==> src/rtl/rss_pkg.sv <==
package rss_pkg;

  localparam int OP_W = 4;

  typedef enum logic [OP_W-1:0] {
    OP_ACC_ROL   = 4'd0,
    OP_ACC_ROR   = 4'd1,
    OP_ACC_ROLC  = 4'd2,
    OP_ACC_RORC  = 4'd3,
    OP_ROL       = 4'd4,
    OP_ROR       = 4'd5,
    OP_ROLC      = 4'd6,
    OP_RORC      = 4'd7,
    OP_SHL       = 4'd8,
    OP_ASHR      = 4'd9,
    OP_LSHR      = 4'd10,
    OP_SWAP      = 4'd11
  } op_e;

  // Source of the bit that enters the vacated edge position
  typedef enum logic [1:0] {
    FILL_ZERO  = 2'd0,
    FILL_WRAP  = 2'd1,
    FILL_CARRY = 2'd2,
    FILL_SIGN  = 2'd3
  } fill_e;

  typedef struct packed {
    logic  goLeft;
    logic  goRight;
    logic  swapNib;
    logic  passThru;
    fill_e fill;
    logic  forceZLow;
  } strobe_t;

endpackage

==> src/rtl/rss_ctrl.sv <==
module rss_ctrl
  import rss_pkg::*;
(
  input  logic [OP_W-1:0] opCode,
  output strobe_t         strobe
);

  always_comb begin
    strobe = '{goLeft: 1'b0, goRight: 1'b0, swapNib: 1'b0, passThru: 1'b1,
               fill: FILL_ZERO, forceZLow: 1'b0};
    case (opCode)
      OP_ACC_ROL, OP_ROL: begin
        strobe.goLeft   = 1'b1;
        strobe.passThru = 1'b0;
        strobe.fill     = FILL_WRAP;
      end
      OP_ACC_ROR, OP_ROR: begin
        strobe.goRight  = 1'b1;
        strobe.passThru = 1'b0;
        strobe.fill     = FILL_WRAP;
      end
      OP_ACC_ROLC, OP_ROLC: begin
        strobe.goLeft   = 1'b1;
        strobe.passThru = 1'b0;
        strobe.fill     = FILL_CARRY;
      end
      OP_ACC_RORC, OP_RORC: begin
        strobe.goRight  = 1'b1;
        strobe.passThru = 1'b0;
        strobe.fill     = FILL_CARRY;
      end
      OP_SHL: begin
        strobe.goLeft   = 1'b1;
        strobe.passThru = 1'b0;
      end
      OP_ASHR: begin
        strobe.goRight  = 1'b1;
        strobe.passThru = 1'b0;
        strobe.fill     = FILL_SIGN;
      end
      OP_LSHR: begin
        strobe.goRight  = 1'b1;
        strobe.passThru = 1'b0;
      end
      OP_SWAP: begin
        strobe.swapNib  = 1'b1;
        strobe.passThru = 1'b0;
      end
      default: ;
    endcase
    // accumulator forms occupy the lowest four codes
    if (opCode < OP_W'(4)) strobe.forceZLow = 1'b1;
  end

  // exactly one action per code
  always_comb begin
    a_r1_single_action: assert ($onehot({strobe.goLeft, strobe.goRight,
                                         strobe.swapNib, strobe.passThru}))
      else $error("decode selects %0d actions",
                  $countones({strobe.goLeft, strobe.goRight, strobe.swapNib, strobe.passThru}));
  end

endmodule

==> src/rtl/rss_datapath.sv <==
module rss_datapath
  import rss_pkg::*;
#(
  parameter int DATA_W = 8
) (
  input  logic [DATA_W-1:0] operand,
  input  logic              carryIn,
  input  strobe_t           strobe,
  output logic [DATA_W-1:0] result,
  output logic              flagZ,
  output logic              flagN,
  output logic              flagH,
  output logic              flagC
);

  localparam int MSB    = DATA_W - 1;
  localparam int HALF_W = DATA_W / 2;

  logic fillBit;

  always_comb begin
    case (strobe.fill)
      FILL_WRAP:  fillBit = strobe.goLeft ? operand[MSB] : operand[0];
      FILL_CARRY: fillBit = carryIn;
      FILL_SIGN:  fillBit = operand[MSB];
      default:    fillBit = 1'b0;
    endcase
  end

  always_comb begin
    if (strobe.goLeft) begin
      result = {operand[MSB-1:0], fillBit};
      flagC  = operand[MSB];
    end else if (strobe.goRight) begin
      result = {fillBit, operand[MSB:1]};
      flagC  = operand[0];
    end else if (strobe.swapNib) begin
      result = {operand[HALF_W-1:0], operand[MSB:HALF_W]};
      flagC  = 1'b0;
    end else begin
      result = operand;
      flagC  = carryIn;
    end
  end

  assign flagZ = ~strobe.forceZLow & ~|result;
  assign flagN = 1'b0;
  assign flagH = 1'b0;

  always_comb begin
    // a wrap rotate neither creates nor loses set bits
    if (strobe.fill == FILL_WRAP) begin
      a_r2_wrap_keeps_ones: assert ($countones(result) == $countones(operand))
        else $error("wrap rotate changed bit count");
    end
    // through-carry rotate conserves ones across carry and data
    if (strobe.fill == FILL_CARRY) begin
      a_r4_carry_chain_kept: assert ($countones({flagC, result}) ==
                                     $countones({carryIn, operand}))
        else $error("carry rotate changed bit count");
    end
    // arithmetic shift keeps the top bit
    if (strobe.fill == FILL_SIGN) begin
      a_r10_sign_kept: assert (result[MSB] == operand[MSB])
        else $error("sign bit lost");
    end
    // swap clears carry and keeps the bit count
    if (strobe.swapNib) begin
      a_r12_swap_clean: assert (!flagC && $countones(result) == $countones(operand))
        else $error("swap corrupted data or carry");
    end
    // a set zero flag only ever accompanies an all-zero result
    if (flagZ) begin
      a_r7_zero_means_zero: assert (result == '0)
        else $error("zero flag with nonzero result");
    end
    // subtract and half-carry stay low
    a_r8_nh_low: assert (!flagN && !flagH)
      else $error("N or H raised");
  end

endmodule

==> src/rtl/rss_unit.sv <==
module rss_unit
  import rss_pkg::*;
#(
  parameter int DATA_W = 8
) (
  input  logic [DATA_W-1:0] operand,
  input  logic              carryIn,
  input  logic [OP_W-1:0]   opCode,
  output logic [DATA_W-1:0] result,
  output logic              flagZ,
  output logic              flagN,
  output logic              flagH,
  output logic              flagC
);

  strobe_t strobe;

  rss_ctrl i_ctrl (
    .opCode (opCode),
    .strobe (strobe)
  );

  rss_datapath #(.DATA_W(DATA_W)) i_datapath (
    .operand (operand),
    .carryIn (carryIn),
    .strobe  (strobe),
    .result  (result),
    .flagZ   (flagZ),
    .flagN   (flagN),
    .flagH   (flagH),
    .flagC   (flagC)
  );

endmodule

==> config.mk <==
export PLATFORM = sky130hd
export DESIGN_NAME = rss_unit
export DESIGN_NICKNAME = d
export VERILOG_FILES = /design/src/rtl/rss_pkg.sv /design/src/rtl/rss_ctrl.sv /design/src/rtl/rss_datapath.sv /design/src/rtl/rss_unit.sv
export SDC_FILE = /design/constraint.sdc
export NUM_CORES = 1
export LEC_CHECK = 0
export BUFFER_PORTS_ARGS = -buffer_cell sky130_fd_sc_hd__buf_4
export CAP_MARGIN = 15
export CORE_AREA = 2 2 39 41
export DETAILED_ROUTE_END_ITERATION = 12
export DIE_AREA = 0 0 41 43
export PLACE_DENSITY_LB_ADDON = 0.15
export SYNTH_ARGS = -nofsm -noshare
export SYNTH_HDL_FRONTEND = slang
export SYNTH_HIERARCHICAL = 1
export SYNTH_SLANG_ARGS = --single-unit
==> constraint.sdc <==
create_clock -name vclk -period 3
set_clock_uncertainty 0.2 [all_clocks]
set_input_delay 0.3 -clock vclk [all_inputs]
set_output_delay 0.3 -clock vclk [all_outputs]
set_load 0.02 [all_outputs]
==> Yosys cells after proc, flatten, opt, wreduce, memory -nomap -nowiden <==
Index checks and enable logic that the tools add are counted.
{ "word_totals": {"reg_bits": 0, "in_bits": 13, "output_inout_bits": 12, "elab_cells": 37} }
{ "classes": {"n_lt_le_gt_ge": 1, "eq_ne": 14, "mux": 13, "bitwise_logic": 2, "n_reduce_logical": 7} }
{ "op_table": {"columns": ["operator", "n"], "rows": [
  ["$mux 8", 3],
  ["$eq 4x3->1 const B", 4],
  ["$eq 4x4->1 const B", 4],
  ["$eq 4x2->1 const B", 2],
  ["$mux 1", 8],
  ["$reduce_or 4->1", 2],
  ["$reduce_or 8->1", 1],
  ["$pmux 2 s3", 1],
  ["$reduce_or 6->1", 1],
  ["$reduce_or 5->1", 1],
  ["$eq 2x2->1 const B", 2],
  ["$eq 4x1->1 const B", 1],
  ["$logic_not 4->1", 1],
  ["$lt 4x3->1 const B", 1],
  ["$pmux 1 s3", 1],
  ["$eq 2x1->1 const B", 1],
  ["$and 1x1->1", 1],
  ["$logic_not 1->1", 1],
  ["$not 1->1", 1]
]} }

==> Depth between registers and ports, before layout <==
{ "depth": {"word_depth": 10, "ltp_mapped": 9, "ltp_nobuf": 6} }

==> By module <==
The synthesis kept the hierarchy.
{ "modules_own_cells": {"columns": ["mod", "n_inst", "cells_each", "area_per_inst_um2", "seq_area_each_um2"], "rows": [
  ["rss_datapath", 1, 62, 436.7, 0.0],
  ["rss_ctrl", 1, 14, 88.8, 0.0]
]} }

==> Least setup slack after synthesis <==
Ideal clock, no wire load.
{ "synth_timing": {"path_kind": "input to output", "from": "input opCode[3]", "to": "output flagZ", "arrival_ns": 2.325, "t_required_ns": 2.500, "setup_slack_ns": 0.175, "cell_stages": 8, "n_path_buf": 2, "cell_sequence": "buf_2 -> nor2b_1 -> a311o_1 -> buf_2 -> nor2_1 -> a221oi_1 -> or4_1 -> nor4_2"} }
{ "synth_lines": {"columns": ["item", "line_no", "source"], "rows": [
  ["from (decl)", "rss_unit.sv:8", "input logic [OP_W-1:0] opCode,"],
  ["to (decl)", "rss_unit.sv:10", "output logic flagZ,"]
]} }

==> results.toml <==
[outcome]
outcome = "finished clean"

[setup_path]
critPathKind = "input pin to primary output"
cp.required_ns = 2.50
arrival_ns = 2.29
cp_max_fo = 11
startpoint_type = "input pin"
end_kind = "primary output"

[routing]
wirelength_um = 1330
avgViaCountPerCell = 5.50
drtIter0Drc = 5
drc_errors = 0
wl_per_cell_um = 12.0
vias = 605
drtPass1Iterations = 2
antenna_left = 0

[power_and_ir_drop]
power_uw = 137
power_density_nw_per_um2 = 200
ir_drop_v = 0.0000818
leakage_uw = 0.000304

[floorplan]
ios = 25
die_h_um = 43
core_area_um2 = 1380
start_util_pct = 37.5
die_w_um = 41
die_area_um2 = 1760
num_rows = 14

[sta]
drv_slew = 0
finalHoldViolCount = 0
setup_violations = 0
timing.final.crit_share_pct = 93.0
rsz0062_at_grt = "false"
fin_tns_setup_ns = 0
fmaxAchievable_ghz = 0.358
fin_crit_ns = 2.79

[grt]
grt_pass1_vias = 496
grt_pass1_wl_um = 2120
overflow = 0
grt_max_degree = 15
grt_usage_pct = 16.1
antenna_found_initial = 0

[yosys]
netlist_area_um2 = 519
syn_inst = 75
yosys_warnings = 6
synth_area_per_cell_um2 = 6.92

[cts]
postCtsSetupRepairBufs = 0
holdBufCountCts = 0
cts_resized = 0

[finish]
clockBufferCount = 0
nets = 109
drive_gt1_share_pct = 35.1
diodes = 0
area.sequential_um2 = 0
design.seq.count = 0
area_growth_pct = 31.6

[placed_design]
gp_congestion = 0.852
io_buffers = 23
dp_hpwl_um = 1090

[hold_path]
hold_class = "input pin to primary output"

[run]
max-cap-violations = 0
## cells in the final DEF, fill, tap and decap left out, types with 3 or more instances in the layout
cell and count:
nand2_1 6, mux2i_1 8, buf_4 26, nor2b_1 3
a211oi_1 4, o21ai_0 3, nor2_1 8, mux2_2 4
## where the power goes
group / leakage [µW] / internal [µW] / total (µW) / switching [µW]
Combinational: 0.000304 / 62.9 / 137 / 73.7
Sequential: 0 / 0 / 0 / 0
Clock: 0 / 0 / 0 / 0
Total: 0.000304 / 62.9 / 137 / 73.7
## critical path: stages
cell	delay, ns
buf_4	0.12
nor2b_1	0.12
a311o_1	0.44
clkinv_1	0.20
a211oi_1	0.12
or4_1	0.55
nor4_2	0.25
buf_4	0.18
## path summary, 6_finish.rpt
path                       start   endpoint  slack, ns  cells after the start
worst min-delay path  operand[2]  result[3]       0.74                      3
worst max-delay path   opCode[0]      flagZ       0.21                      8
## final cells by class
cell class | instances | area (µm²)
Multi-Input combinational cell | 65 | 457
Tap cell | 16 | 20.0
Inverter | 3 | 11.3
Fill cell | 154 | 701
Timing Repair Buffer | 26 | 195
## metal layers
metal	track usage (%)	up-vias	part of all wire, %
li1	-	310	-
met5	0	-	0
met1	22.8	282	48
met2	27.8	13	48
met4	0	0	0
met3	0	0	4.2
## stage by stage
| step | utilization, % | hold WS [ns] | worst slack [ns] | std cells | instance area (µm²) |
|---|---|---|---|---|---|
| CTS | 49.4 | 0.740 | 0.204 | 110 | 683 |
| global route | 49.4 | 0.753 | 0.0636 | 110 | 683 |
| finish | 49.4 | 0.739 | 0.209 | 110 | 683 |
| global placement | 49.4 | 0.739 | 0.238 | 110 | 683 |
| detailed placement | 49.4 | 0.740 | 0.214 | 110 | 683 |
| floorplan | - | 0.579 | 0.182 | 76 | 523 |
Note: power is estimated with default switching activity, not from simulation.
